## src/rtl/uart_rxq_pkg.sv

```systemverilog
package uart_rxq_pkg;

  // Error tags per character and line-status width are fixed by the status layout.
  localparam int unsigned ERR_W  = 3;
  localparam int unsigned STAT_W = 8;

  typedef enum logic [1:0] {
    TRIG_ONE     = 2'd0,
    TRIG_EIGHT   = 2'd1,
    TRIG_SIXTEEN = 2'd2,
    TRIG_DEEP    = 2'd3
  } trig_sel_e;

  // Trigger level for a select code; single-byte mode always uses one.
  function automatic int unsigned trig_of(logic [1:0] sel, logic queue_on);
    if (!queue_on) return 1;
    case (trig_sel_e'(sel))
      TRIG_ONE:     return 1;
      TRIG_EIGHT:   return 8;
      TRIG_SIXTEEN: return 16;
      default:      return 28;
    endcase
  endfunction

  // Upper flow threshold, clamped to the queue depth.
  function automatic int unsigned hi_mark(int unsigned trig, int unsigned hyst,
                                          int unsigned depth);
    int unsigned t;
    t = trig + hyst;
    return (t > depth) ? depth : t;
  endfunction

  // Lower flow threshold, clamped at zero.
  function automatic int unsigned lo_mark(int unsigned trig, int unsigned hyst);
    return (trig > hyst) ? (trig - hyst) : 0;
  endfunction

endpackage

```

## src/rtl/uart_rxq_store.sv

```systemverilog
module uart_rxq_store #(
  parameter int unsigned DEPTH = 64,
  parameter int unsigned W     = 11
) (
  input  logic                             clk,
  input  logic                             rst_n,
  input  logic                             push_i,
  input  logic                             pop_i,
  input  logic [W-1:0]                     din_i,
  output logic [W-1:0]                     head_o,
  output logic [$clog2(DEPTH+1)-1:0]       count_o
);
  localparam int unsigned PW = (DEPTH > 1) ? $clog2(DEPTH) : 1;
  localparam int unsigned CW = $clog2(DEPTH+1);

  logic [W-1:0]  mem [DEPTH];
  logic [PW-1:0] wr_ptr, rd_ptr;
  logic [CW-1:0] count_q;

  function automatic logic [PW-1:0] bump(logic [PW-1:0] p);
    return (p == PW'(DEPTH-1)) ? '0 : p + PW'(1);
  endfunction

  always_ff @(posedge clk) begin
    if (push_i) mem[wr_ptr] <= din_i;
  end

  always_ff @(posedge clk) begin
    if (!rst_n) begin
      wr_ptr  <= '0;
      rd_ptr  <= '0;
      count_q <= '0;
    end else begin
      if (push_i) wr_ptr <= bump(wr_ptr);
      if (pop_i)  rd_ptr <= bump(rd_ptr);
      case ({push_i, pop_i})
        2'b10:   count_q <= count_q + CW'(1);
        2'b01:   count_q <= count_q - CW'(1);
        default: count_q <= count_q;
      endcase
    end
  end

  assign head_o  = mem[rd_ptr];
  assign count_o = count_q;
endmodule

```

## src/rtl/uart_rxq_flow.sv

```systemverilog
module uart_rxq_flow #(
  parameter int unsigned DEPTH = 64,
  parameter int unsigned HYST  = 8,
  parameter int unsigned CW    = 7
) (
  input  logic          clk,
  input  logic          rst_n,
  input  logic [CW-1:0] count_i,
  input  logic [CW-1:0] trig_i,
  input  logic          auto_i,
  input  logic          rts_ctl_i,
  output logic          irq_o,
  output logic          rts_n_o,
  output logic          auto_on_o,
  output logic [CW-1:0] hi_o,
  output logic [CW-1:0] lo_o
);
  logic pause_q;

  assign auto_on_o = auto_i & rts_ctl_i;
  assign hi_o = CW'(uart_rxq_pkg::hi_mark(int'(trig_i), HYST, DEPTH));
  assign lo_o = CW'(uart_rxq_pkg::lo_mark(int'(trig_i), HYST));

  assign irq_o = (count_i >= trig_i);

  always_ff @(posedge clk) begin
    if (!rst_n)                         pause_q <= 1'b0;
    else if (!auto_on_o)                pause_q <= 1'b0;
    else if (!pause_q && count_i >= hi_o) pause_q <= 1'b1;
    else if (pause_q && count_i <= lo_o)  pause_q <= 1'b0;
  end

  assign rts_n_o = auto_on_o ? pause_q : ~rts_ctl_i;
endmodule

```

## src/rtl/uart_rxq.sv

```systemverilog
module uart_rxq #(
  parameter int unsigned DEPTH  = 64,
  parameter int unsigned DATA_W = 8,
  parameter int unsigned HYST   = 8
) (
  input  logic                             clk,
  input  logic                             rst_n,
  input  logic                             rx_valid_i,
  input  logic [DATA_W-1:0]                rx_byte_i,
  input  logic [uart_rxq_pkg::ERR_W-1:0]   rx_err_i,
  input  logic                             fifo_en_i,
  input  logic [1:0]                       trig_sel_i,
  input  logic                             auto_flow_i,
  input  logic                             rts_ctl_i,
  input  logic                             hold_rd_i,
  input  logic                             stat_rd_i,
  output logic [DATA_W-1:0]                hold_o,
  output logic [uart_rxq_pkg::STAT_W-1:0]  stat_o,
  output logic                             rx_irq_o,
  output logic                             rts_n_o
);
  import uart_rxq_pkg::*;

  localparam int unsigned CW = $clog2(DEPTH+1);
  localparam int unsigned W  = DATA_W + ERR_W;
  localparam int unsigned PAD_W = STAT_W - ERR_W - 2;

  // Named internal events for the checker.
  logic [CW-1:0] count_w, cap_w, trig_w, hi_w, lo_w;
  logic          push_ok, drop_evt, pop_evt, auto_on_w, empty_w;
  logic [W-1:0]  head_w;

  logic [DATA_W-1:0] last_q;
  logic              ovr_q;

  assign cap_w    = fifo_en_i ? CW'(DEPTH) : CW'(1);
  assign empty_w  = (count_w == '0);
  assign push_ok  = rx_valid_i && (count_w < cap_w);
  assign drop_evt = rx_valid_i && !(count_w < cap_w);
  assign pop_evt  = hold_rd_i && !empty_w;
  assign trig_w   = CW'(trig_of(trig_sel_i, fifo_en_i));

  uart_rxq_store #(.DEPTH(DEPTH), .W(W)) u_store (
    .clk    (clk),
    .rst_n  (rst_n),
    .push_i (push_ok),
    .pop_i  (pop_evt),
    .din_i  ({rx_err_i, rx_byte_i}),
    .head_o (head_w),
    .count_o(count_w)
  );

  uart_rxq_flow #(.DEPTH(DEPTH), .HYST(HYST), .CW(CW)) u_flow (
    .clk      (clk),
    .rst_n    (rst_n),
    .count_i  (count_w),
    .trig_i   (trig_w),
    .auto_i   (auto_flow_i),
    .rts_ctl_i(rts_ctl_i),
    .irq_o    (rx_irq_o),
    .rts_n_o  (rts_n_o),
    .auto_on_o(auto_on_w),
    .hi_o     (hi_w),
    .lo_o     (lo_w)
  );

  always_ff @(posedge clk) begin
    if (!rst_n) begin
      last_q <= '0;
      ovr_q  <= 1'b0;
    end else begin
      if (pop_evt)       last_q <= head_w[DATA_W-1:0];
      if (drop_evt)      ovr_q  <= 1'b1;
      else if (stat_rd_i) ovr_q <= 1'b0;
    end
  end

  assign hold_o = empty_w ? last_q : head_w[DATA_W-1:0];
  assign stat_o = {{PAD_W{1'b0}},
                   (empty_w ? {ERR_W{1'b0}} : head_w[W-1:DATA_W]),
                   ovr_q, ~empty_w};
endmodule

```

## config.mk

```make
export PLATFORM = sky130hd
export DESIGN_NAME = uart_rxq
export DESIGN_NICKNAME = d
export VERILOG_FILES = /design/src/rtl/uart_rxq_pkg.sv /design/src/rtl/uart_rxq_store.sv /design/src/rtl/uart_rxq_flow.sv /design/src/rtl/uart_rxq.sv
export SDC_FILE = /design/constraint.sdc
export NUM_CORES = 1
export LEC_CHECK = 0
export BUFFER_PORTS_ARGS = -buffer_cell sky130_fd_sc_hd__buf_2
export CAP_MARGIN = 20
export CORE_ASPECT_RATIO = 0.9
export CORE_MARGIN = 1.5
export CORE_UTILIZATION = 40
export DETAILED_ROUTE_END_ITERATION = 8
export PLACE_DENSITY = 0.55
export SLEW_MARGIN = 20
export SYNTH_ARGS = -nofsm -noshare
export SYNTH_HDL_FRONTEND = slang
export SYNTH_SLANG_ARGS = --single-unit
```

## constraint.sdc

```tcl
create_clock -name clk -period 4 [get_ports clk]
set_input_delay 0.4 -clock clk [delete_from_list [all_inputs] [get_ports clk]]
set_output_delay 0.4 -clock clk [all_outputs]
set_load 0.01 [all_outputs]
```

==> flow_metrics.tcl <==
set metrics [dict create \
    core_area_sq_mm 0.07191 \
    rsz0062_at_grt "no" \
    arrival_ns 3.51 \
    max_cap_violations 0 \
    die_w_um 288.0 \
    worst_hold_path_type "input port to flip-flop" \
    max_freq_mhz 256.0 \
    path_cells "buf_12, mux4_2, mux2i_1, o22ai_1, o41ai_2, o21ai_1, buf_2" \
    clk_latency_ns 0.63 \
    synth_seq_cells 739 \
    yosys_warnings 0 \
    cts_made_buffers 76 \
    syn2layout_area_growth_pct 15.10 \
    root_buffer "clkbuf_16" \
    drt_pass1_iterations 5 \
    hp-start "stat_rd_i" \
    critPathRequiredTime_ns 3.60 \
    syn_area_sq_mm 0.02925 \
    gp_congestion 0.8254 \
    vias 14730 \
    dp.final_hpwl_um 45390 \
    vias_per_cell 5.544 \
    crit_fanout 25 \
    p_leak_nw 10.61 \
    grt_max_degree 65 \
    drtAntennaViolNets 0 \
    dr_wl_met2_um 33520 \
    synth_xor_area_share_pct 0.3893 \
    ys_seq_area_share_pct 74.67 \
    timing.rr.start "u_store.count_o[5]$_SDFFE_PN0P_" \
    met1_length_um 33420 \
    clk_pin_slew_worst_paths_ns 0.06 \
    crit_type "flip-flop to output port" \
    avgSynthCellArea_sq_um 19.76 \
    dp_slack_ns 0.6506 \
    skew_ns 0.02014 \
    layout-drive-gt1-share_pct 27.10 \
    status "finished, final reports clean" \
    synthArstFlopShare_pct 0 \
    syn_inst 1480 \
    synth_cell_types 56 \
    port-buffer-count 35 \
    wl_per_cell_um 27.31 \
    final.period_utilization_pct 97.65 \
    die_h_um 259.5 \
    synth_edf_count 704 \
    hold_viol 0 \
    dieArea_sq_mm 0.07476 \
    nNetsFinal 1686 \
    setup_violations 0 \
    clockBufferDepth 3 \
    synth_top_family_by_area "multiplexers" \
    worst_setup_path_end_kind "output port" \
    worstMarginPinSlew_ns 0.9527 \
    grt_usage_pct 19.55 \
    drt-total-wl_um 72540 \
    crit_slowest_cell "o41ai_2" \
    wl_met3_um 4492 \
    grt_pass1_wl_um 104100 \
    drc 0 \
    overflow 0 \
    initial_core_util_pct 40.67 \
    setup_ws_ns 0.09400 \
    period_minus_slack_ns 3.906 \
    synthAdderAreaFrac_pct 0.8555 \
    synthMuxAreaShare_pct 14.75 \
    synthSimpleGateAreaFrac_pct 3.473 \
    grt_pass1_vias 14680 \
    row_count 93 \
    slew_headroom_pct 36.25 \
    fin_tns_setup_ns 0 \
    irDropWorstVdd_v 0.0003249 \
    cts_tree "built" \
    placed_cell_area_sq_mm 0.03120 \
    crit_path_start_kind "flip-flop" \
    final_area_sq_mm 0.03367 \
    htree_levels 3 \
    crit_path_max_incr_delay_ns 0.63 \
    p_per_area_mw_per_mm2 579.8 \
    yosys_most_used_dff "edfxtp_1" \
    dr.max_layer_used "met4" \
    antenna_found_initial 0 \
    synth_compound_area_share_pct 4.012 \
    cts.sink_count 739 \
    io_pins 39 \
    drt_iter0_drc 1553 \
    maxSlewViolCount 0 \
]
## Yosys cell counts, types with 5 or more instances
master | n | area share (%)
edfxtp_1 | 704 | 72
mux4_2 | 160 | 12
nor2_1 | 81 | 1.0
mux2i_1 | 71 | 2.4
a22oi_1 | 65 | 1.7
nand2_1 | 41 | 0.53
clkbuf_1 | 37 | 0.47
a21oi_1 | 35 | 0.60
dfxtp_1 | 35 | 2.4
ha_1 | 20 | 0.86
nand3_1 | 18 | 0.31
o21ai_0 | 16 | 0.27
o21ai_1 | 16 | 0.27
buf_2 | 15 | 0.26
inv_1 | 14 | 0.18
buf_6 | 12 | 0.46
nor2b_1 | 11 | 0.24
a211oi_1 | 9 | 0.23
buf_1 | 9 | 0.12
nand2b_1 | 9 | 0.19
and2_1 | 8 | 0.17
xor2_1 | 8 | 0.24
buf_4 | 7 | 0.18
a21boi_0 | 6 | 0.15
nand3b_1 | 6 | 0.15
o22ai_1 | 6 | 0.13
nor4_2 | 5 | 0.21
xnor2_1 | 5 | 0.15
## repair_timing
item | CTS | global route
hold buffers | 0 | 0
resized for setup | 2 | 2
endpoints found under the setup margin | 2 | 3
buffers inserted | 0 | 6
cloned | 0 | 0
## critical path: cells and delay by family (launching register included)
| family | cells | cell delay, ns |
|---|---|---|
| muxes | 2 | 0.75 |
| AOI/OAI and AO/OA | 3 | 1.08 |
| buffers and inverters | 2 | 0.46 |
| DFF | 1 | 0.54 |
## final timing paths
kind	cells after the start	slack, ns	to
setup / recovery	7	0.09	hold_o[0]
hold / removal	3	0.05	ovr_q$_SDFFE_PN0P_
setup reg to reg	13	0.73	u_store.count_o[4]$_SDFFE_PN0P_
hold reg to reg	2	0.46	last_q[2]$_SDFFE_PN0P_
## per-stage QoR
stage	hold WS (ns)	utilization [%]	cells	power, W
after floorplan	0.4412	-	1482	0.01158
after global placement	0.4498	43.39	2511	0.01287
after detailed placement	0.4534	43.39	2511	0.01290
after CTS	0.02750	46.72	2649	0.01966
after global routing	0.04537	46.81	2655	0.02026
final	0.04877	46.82	2656	0.01952
## flip-flops by register name, summed over array words and instances (netlist names), named ones only
name	count
u_store.count_o	7
u_store.rd_ptr	6
last_q	8
ovr_q	1
u_store.mem	704
u_flow.pause_q	1
u_store.wr_ptr	6
## routing by layer
metal  up-vias  global-route usage, %
met5         -                      0
met4         0                  3.898
met3        83                  3.409
met2       458                  30.03
met1      7782                  29.40
li1       6402                      -
## layout by cell type, fill, tap and decap left out, drive strengths merged, types with 2 or more instances in the layout
cell type,Yosys,final
edfxtp,704,704
buf,46,168
mux4,160,160
clkbuf,37,97
nor2,81,81
mux2i,71,71
a22oi,65,65
nand2,42,42
clkinv,0,36
a21oi,35,35
dfxtp,35,35
o21ai,32,32
ha,20,20
nand3,18,18
inv,15,17
nor2b,11,11
nand2b,9,9
a211oi,9,9
xor2,8,8
and2,8,8
o22ai,6,6
nand3b,6,6
a21boi,6,6
o41ai,6,6
xnor2,5,5
nor4,5,5
or3,4,4
nor3b,4,4
and3,3,3
a31oi,3,3
nand4,3,3
o21a,3,3
conb,1,3
nor3,3,3
a22o,2,2
a21o,2,2
and3b,2,2
bufinv,0,2
## power by group
part	total (W)	internal [W]	leakage (nW)	switching (W)
clock	0.00678	0.00382	1.18	0.00295
sequential	0.00877	0.00860	6.62	0.000165
combinational	0.00398	0.00179	2.80	0.00218
total	0.0195	0.0142	10.6	0.00530
## final cells by class
class | count | area, sq um
repair buffers | 168 | 1271
clock inverters | 41 | 316.6
clock buffers | 97 | 2072
diodes | 1 | 2.502
fillers | 6065 | 38240
inverters | 15 | 56.30
flip-flops and latches | 739 | 21850
well taps | 950 | 1189
multi-input cells | 645 | 6907
## cell families (layout without fill, tap and decap cells)
group           Yosys count  count (layout)
flops                   739             739
mux                     231             231
simple gates            204             204
compound gates          174             174
buf+inv                  98             321
fa+ha+maj                20              20
xor+xnor                 13              13
other cells               1               4
Power figures use the tool's default switching activity.
